$ cat src/rtl/dma_chan_pkg.sv
package dma_chan_pkg;
    localparam int unsigned SEL_W = 3;
    localparam logic [SEL_W-1:0] OFS_CTRL = 3'd0;
    localparam logic [SEL_W-1:0] OFS_SRC  = 3'd1;
    localparam logic [SEL_W-1:0] OFS_DST  = 3'd2;
    localparam logic [SEL_W-1:0] OFS_CNT  = 3'd3;
    localparam logic [SEL_W-1:0] OFS_FLAG = 3'd4;

    localparam int unsigned CTRL_EN_BIT   = 0;
    localparam int unsigned CTRL_HIE_BIT  = 1;
    localparam int unsigned CTRL_CIE_BIT  = 2;
    localparam int unsigned CTRL_PRIO_LSB = 4;

    localparam int unsigned FLAG_HALF_BIT = 0;
    localparam int unsigned FLAG_DONE_BIT = 1;

    typedef enum logic [1:0] {
        MV_IDLE  = 2'd0,
        MV_READ  = 2'd1,
        MV_WRITE = 2'd2
    } mover_state_e;
endpackage

$ cat src/rtl/dma_chan_regs.sv
module dma_chan_regs
    import dma_chan_pkg::*;
#(
    parameter int unsigned AW = 32,
    parameter int unsigned CW = 16,
    parameter int unsigned DW = 32,
    parameter int unsigned PW = 2
) (
    input  logic             clk,
    input  logic             rst_n,
    input  logic             cfg_we,
    input  logic [SEL_W-1:0] cfg_addr,
    input  logic [DW-1:0]    cfg_wdata,
    output logic [DW-1:0]    cfg_rdata,
    input  logic             byte_done,
    output logic             run,
    output logic             chan_en,
    output logic [AW-1:0]    src_addr,
    output logic [AW-1:0]    dst_addr,
    output logic [CW-1:0]    remain,
    output logic [CW-1:0]    half_mark,
    output logic             half_flag,
    output logic             done_flag,
    output logic             irq
);
    localparam logic [CW-1:0] ONE = CW'(1);

    typedef struct packed {
        logic          en;
        logic          hie;
        logic          cie;
        logic [PW-1:0] prio;
        logic [AW-1:0] src;
        logic [AW-1:0] dst;
        logic [CW-1:0] left;
        logic [CW-1:0] mark;
        logic          half;
        logic          done;
    } regs_t;

    regs_t s_d, s_q;

    always_comb begin
        s_d = s_q;
        if (cfg_we) begin
            unique case (cfg_addr)
                OFS_CTRL: begin
                    s_d.en   = cfg_wdata[CTRL_EN_BIT];
                    s_d.hie  = cfg_wdata[CTRL_HIE_BIT];
                    s_d.cie  = cfg_wdata[CTRL_CIE_BIT];
                    s_d.prio = cfg_wdata[CTRL_PRIO_LSB +: PW];
                    if (!s_q.en && cfg_wdata[CTRL_EN_BIT]) begin
                        s_d.mark = s_q.left >> 1;
                    end
                end
                OFS_SRC:  if (!s_q.en) s_d.src  = AW'(cfg_wdata);
                OFS_DST:  if (!s_q.en) s_d.dst  = AW'(cfg_wdata);
                OFS_CNT:  if (!s_q.en) s_d.left = CW'(cfg_wdata);
                OFS_FLAG: begin
                    if (cfg_wdata[FLAG_HALF_BIT]) s_d.half = 1'b0;
                    if (cfg_wdata[FLAG_DONE_BIT]) s_d.done = 1'b0;
                end
                default: ;
            endcase
        end
        // hardware updates come last so a set wins over a same-cycle clear
        if (byte_done && (s_q.left != '0)) begin
            s_d.left = s_q.left - ONE;
            s_d.dst  = s_q.dst + AW'(1);
            if ((s_q.left - ONE) == s_q.mark) s_d.half = 1'b1;
            if (s_q.left == ONE)              s_d.done = 1'b1;
        end
    end

    always_ff @(posedge clk or negedge rst_n) begin
        if (!rst_n) s_q <= '0;
        else        s_q <= s_d;
    end

    always_comb begin
        cfg_rdata = '0;
        unique case (cfg_addr)
            OFS_CTRL: begin
                cfg_rdata[CTRL_EN_BIT]           = s_q.en;
                cfg_rdata[CTRL_HIE_BIT]          = s_q.hie;
                cfg_rdata[CTRL_CIE_BIT]          = s_q.cie;
                cfg_rdata[CTRL_PRIO_LSB +: PW]   = s_q.prio;
            end
            OFS_SRC:  cfg_rdata = DW'(s_q.src);
            OFS_DST:  cfg_rdata = DW'(s_q.dst);
            OFS_CNT:  cfg_rdata = DW'(s_q.left);
            OFS_FLAG: begin
                cfg_rdata[FLAG_HALF_BIT] = s_q.half;
                cfg_rdata[FLAG_DONE_BIT] = s_q.done;
            end
            default: cfg_rdata = '0;
        endcase
    end

    assign run       = s_q.en && (s_q.left != '0);
    assign chan_en   = s_q.en;
    assign src_addr  = s_q.src;
    assign dst_addr  = s_q.dst;
    assign remain    = s_q.left;
    assign half_mark = s_q.mark;
    assign half_flag = s_q.half;
    assign done_flag = s_q.done;
    assign irq       = (s_q.half && s_q.hie) || (s_q.done && s_q.cie);
endmodule

$ cat src/rtl/dma_chan_mover.sv
module dma_chan_mover
    import dma_chan_pkg::*;
#(
    parameter int unsigned AW = 32,
    parameter int unsigned BW = 8
) (
    input  logic          clk,
    input  logic          rst_n,
    input  logic          run,
    input  logic          per_req,
    input  logic [AW-1:0] src_addr,
    input  logic [AW-1:0] dst_addr,
    output logic          per_ack,
    output logic          m_valid,
    output logic          m_write,
    output logic [AW-1:0] m_addr,
    output logic [BW-1:0] m_wdata,
    input  logic [BW-1:0] m_rdata,
    input  logic          m_ready,
    output logic          byte_done
);
    typedef struct packed {
        mover_state_e  st;
        logic          first;
        logic [AW-1:0] addr;
        logic [BW-1:0] data;
    } mover_t;

    mover_t s_d, s_q;

    always_comb begin
        s_d       = s_q;
        byte_done = 1'b0;
        unique case (s_q.st)
            MV_IDLE: begin
                if (run && per_req) begin
                    s_d.st    = MV_READ;
                    s_d.first = 1'b1;
                    s_d.addr  = src_addr;
                end
            end
            MV_READ: begin
                s_d.first = 1'b0;
                if (m_ready) begin
                    s_d.st   = MV_WRITE;
                    s_d.data = m_rdata;
                    s_d.addr = dst_addr;
                end
            end
            MV_WRITE: begin
                if (m_ready) begin
                    s_d.st    = MV_IDLE;
                    byte_done = 1'b1;
                end
            end
            default: s_d.st = MV_IDLE;
        endcase
    end

    always_ff @(posedge clk or negedge rst_n) begin
        if (!rst_n) s_q <= '0;
        else        s_q <= s_d;
    end

    assign m_valid = (s_q.st != MV_IDLE);
    assign m_write = (s_q.st == MV_WRITE);
    assign m_addr  = s_q.addr;
    assign m_wdata = s_q.data;
    assign per_ack = (s_q.st == MV_READ) && s_q.first;
endmodule

$ cat src/rtl/dma_rx_channel.sv
module dma_rx_channel
    import dma_chan_pkg::*;
#(
    parameter int unsigned AW = 32,
    parameter int unsigned CW = 16,
    parameter int unsigned DW = 32,
    parameter int unsigned BW = 8,
    parameter int unsigned PW = 2
) (
    input  logic             clk,
    input  logic             rst_n,
    input  logic             cfg_we,
    input  logic [SEL_W-1:0] cfg_addr,
    input  logic [DW-1:0]    cfg_wdata,
    output logic [DW-1:0]    cfg_rdata,
    input  logic             per_req,
    output logic             per_ack,
    output logic             m_valid,
    output logic             m_write,
    output logic [AW-1:0]    m_addr,
    output logic [BW-1:0]    m_wdata,
    input  logic [BW-1:0]    m_rdata,
    input  logic             m_ready,
    output logic             half_flag,
    output logic             done_flag,
    output logic             irq
);
    logic          run;
    logic          chan_en;
    logic          byte_done;
    logic [AW-1:0] src_addr;
    logic [AW-1:0] dst_addr;
    logic [CW-1:0] remain;
    logic [CW-1:0] half_mark;

    dma_chan_regs #(.AW(AW), .CW(CW), .DW(DW), .PW(PW)) u_regs (
        .clk       (clk),
        .rst_n     (rst_n),
        .cfg_we    (cfg_we),
        .cfg_addr  (cfg_addr),
        .cfg_wdata (cfg_wdata),
        .cfg_rdata (cfg_rdata),
        .byte_done (byte_done),
        .run       (run),
        .chan_en   (chan_en),
        .src_addr  (src_addr),
        .dst_addr  (dst_addr),
        .remain    (remain),
        .half_mark (half_mark),
        .half_flag (half_flag),
        .done_flag (done_flag),
        .irq       (irq)
    );

    dma_chan_mover #(.AW(AW), .BW(BW)) u_mover (
        .clk       (clk),
        .rst_n     (rst_n),
        .run       (run),
        .per_req   (per_req),
        .src_addr  (src_addr),
        .dst_addr  (dst_addr),
        .per_ack   (per_ack),
        .m_valid   (m_valid),
        .m_write   (m_write),
        .m_addr    (m_addr),
        .m_wdata   (m_wdata),
        .m_rdata   (m_rdata),
        .m_ready   (m_ready),
        .byte_done (byte_done)
    );
endmodule

$ cat config.mk
export PLATFORM = sky130hd
export DESIGN_NAME = dma_rx_channel
export DESIGN_NICKNAME = d
export VERILOG_FILES = /design/src/rtl/dma_chan_pkg.sv /design/src/rtl/dma_chan_regs.sv /design/src/rtl/dma_chan_mover.sv /design/src/rtl/dma_rx_channel.sv
export SDC_FILE = /design/constraint.sdc
export NUM_CORES = 1
export LEC_CHECK = 0
export ABC_AREA = 1
export BUFFER_PORTS_ARGS = -buffer_cell sky130_fd_sc_hd__buf_2
export CAP_MARGIN = 20
export CORE_MARGIN = 4
export CORE_UTILIZATION = 44
export DETAILED_ROUTE_END_ITERATION = 10
export SETUP_SLACK_MARGIN = 0.05
export SLEW_MARGIN = 20
export SYNTH_ARGS = -nofsm -noshare
export SYNTH_HDL_FRONTEND = slang
export SYNTH_HIERARCHICAL = 1
export SYNTH_SLANG_ARGS = --single-unit
$ cat constraint.sdc
create_clock -name clk -period 3.8 [get_ports clk]
set_input_delay 1.14 -clock clk [delete_from_list [all_inputs] [get_ports clk]]
set_output_delay 1.14 -clock clk [all_outputs]
set_load 0.05 [all_outputs]
==> flow_summary.yaml <==
timing:
  final-setup-viol-count: 0
  fin_crit_sh_pct: 92.2
  slew_violations: 0
  fin_worst_skew_ps: 9.32
  achievable_freq_mhz: 285
  layout_min_cycle_time_ps: 3500
  tightestPinTransition_ps: 818
  timing.final.hold_violations: 0
  finalHoldWorstSlack_ps: 476
  max-slew-margin-rel_pct: 45.3
  rsz0062_at_grt: "false"
final_layout:
  antenna_cells: 0
  fillCellCount: 2219
  post_route_cells_drive_above_1_share_pct: 17.1
  post-route-util_pct: 48.2
  multiInputGateArea_um2: 4320
  sequential_cell_area_um2: 3630
  finalNetCount: 1378
  most_frequent_standard_cell_in_the_layout_excluding_fill_and_tap_cells: "sky130_fd_sc_hd__nand2_1"
  layout.cells.most_common_list: "sky130_fd_sc_hd__nand2_1 (475), sky130_fd_sc_hd__dfrtp_1 (145), sky130_fd_sc_hd__inv_1 (128)"
  area_delta_synth_final_pct: 6.95
floorplanning:
  fp.dieArea_um2: 24100
  core_region_area_um2: 21200
  initial_utilization_pct: 45.0
  floorplan.io_pins: 126
  fp-row-count: 53
  die_h_um: 155
  die-width_um: 155
routing:
  wl_per_cell_um: 17.3
  number_of_drc_markers_in_iteration_0: 830
  drtAntennaViolNets: 0
  drcViolationCount: 0
  route.final.wire_length_mm: 27.9
  detailedRoute.firstPassIterationCount: 6
  avgViaCountPerCell: 5.23
  dr_total_vias: 8444
setup_path:
  timing.critical_path.to_type: "output port"
  path_cells: "buf_2 > inv_1 > nor3_2 > inv_1 > buf_4 > o22ai_1 > a21oi_1 > o211ai_1 > buf_2"
  criticalPathCategory: "in -> out"
  worst_ep_required_time_ps: 2660
  critical-path-max-stage-delay_ps: 290
  critPathLaunch: "cfg_addr[1]"
  critPathArrivalTime_ps: 2360
  rr_startpoint: "u_regs/remain[0]$_DFFE_PN0P_"
  worst_r2r_path_depth: 10
  timing.critical_path.fanout_max: 8
  critPathSlowestCell: "sky130_fd_sc_hd__buf_2"
  worst_setup_path_start_kind: "input pin"
cts:
  cts_repair_resize_count: 0
  ctsLongestPathBuffers: 2
  cts_made_buffers: 17
  htree_num_levels: 4
  cts_tree: "built"
  cts_hold_buf: 0
  clock_insertion_delay_worst_skew_ps: 430
  clock_sink_count: 145
  post_cts.repair.setup_buffers: 0
  clock-root-buffer: "sky130_fd_sc_hd__clkbuf_16"
  worst_setup_hold_path_clk_slew_ps: 60
synth:
  syn-num-nets: 1369
  syn_area_um2: 9560
  synth_area_per_cell_um2: 7.25
  synth_cells: 1318
  synth.yosys.warnings: 6
power_and_ir_drop:
  power.leakage_nw: 5.38
  power_per_cell_area_nw_per_um2: 803
  total_power_mw: 8.21
  peakVddDrop_uv: 303
global_route:
  grt_overflow: 0
  grt_pass1_vias: 7973
  grtUsageMet2_pct: 34.0
  grt_first_pass_wirelength_mm: 44.6
  global_route.peak_usage_layer: "met1"
  grt_max_degree: 55
  groute.layer.met3.usage_pct: 3.37
  grt_antenna_before_repair: 1
  track_usage_pct: 23.4
  gr-usage-met1_pct: 36.1
outcome:
  run_status: "finished, final reports clean"
min_path:
  min-delay-start: "u_mover/m_wdata[5]$_DFFE_PN0P_"
  min_path_type: "reg -> reg"
  worst_hold_path_depth: 2
place:
  gpl.final_weighted_congestion: 0.949
  numPortBuffers: 125
  detailed_place_hpwl_mm: 20.9
run:
  max_cap_violations: 0
## stage by stage
stage,area [um2],TNS [ps],instances,setup slack (ps)
finish,10200,0,1614,295
global route,10200,0,1614,142
CTS,10200,0,1614,302
detailed placement,9620,0,1583,301
global placement,9620,0,1583,309
floorplan,9560,-2900,1318,-186
## report_power, final
part	total, mW	switching [mW]	leakage, nW	internal [mW]
Sequential	2.82	0.674	1.83	2.14
Combinational	3.64	2.59	3.26	1.05
Clock	1.76	0.716	0.294	1.04
## path summary, 6_finish.rpt
path                                                    to  slack, ps
setup / recovery                              cfg_rdata[1]        300
hold / removal              u_mover/m_wdata[5]$_DFFE_PN0P_        480
setup reg to reg              u_regs/remain[6]$_DFFE_PN0P_       1070
hold reg to reg             u_mover/m_wdata[5]$_DFFE_PN0P_        480
max in group asynchronous  u_regs/src_addr[28]$_DFFE_PN0P_       2460
min in group asynchronous   u_mover/m_wdata[1]$_DFFE_PN0P_        670
## final cells by class
type,instances,share of cell area (%)
multi-input combinational,886,42.3
sequential,145,35.5
timing repair buffer,142,7.92
inverter,135,5.03
clock buffer,17,4.16
tap,275,3.37
clock inverter,14,1.77
## metal layers
metal  routed length (um)  vias to the layer above
met5                    7                        -
met4                  555                        2
met3                 2060                       44
met2                11900                      328
met1                13300                     3939
li1                     -                     4131
## sequential cells by signal, indices dropped and copies added (netlist names)
signal / count
u_regs/half_mark: 15
u_regs/s_q: 4
u_regs/dst_addr: 32
u_regs/chan_en: 1
u_regs/src_addr: 32
u_regs/done_flag: 1
u_regs/half_flag: 1
u_mover/m_wdata: 8
u_regs/remain: 16
u_mover/m_addr: 32
u_mover/s_q: 3
## critical path: cells and delay by family
kind	cells	cell delay, ps
simple gates	1	200
buf+inv	5	760
compound gates	3	270
No activity file was read; power rests on OpenSTA's default activity.
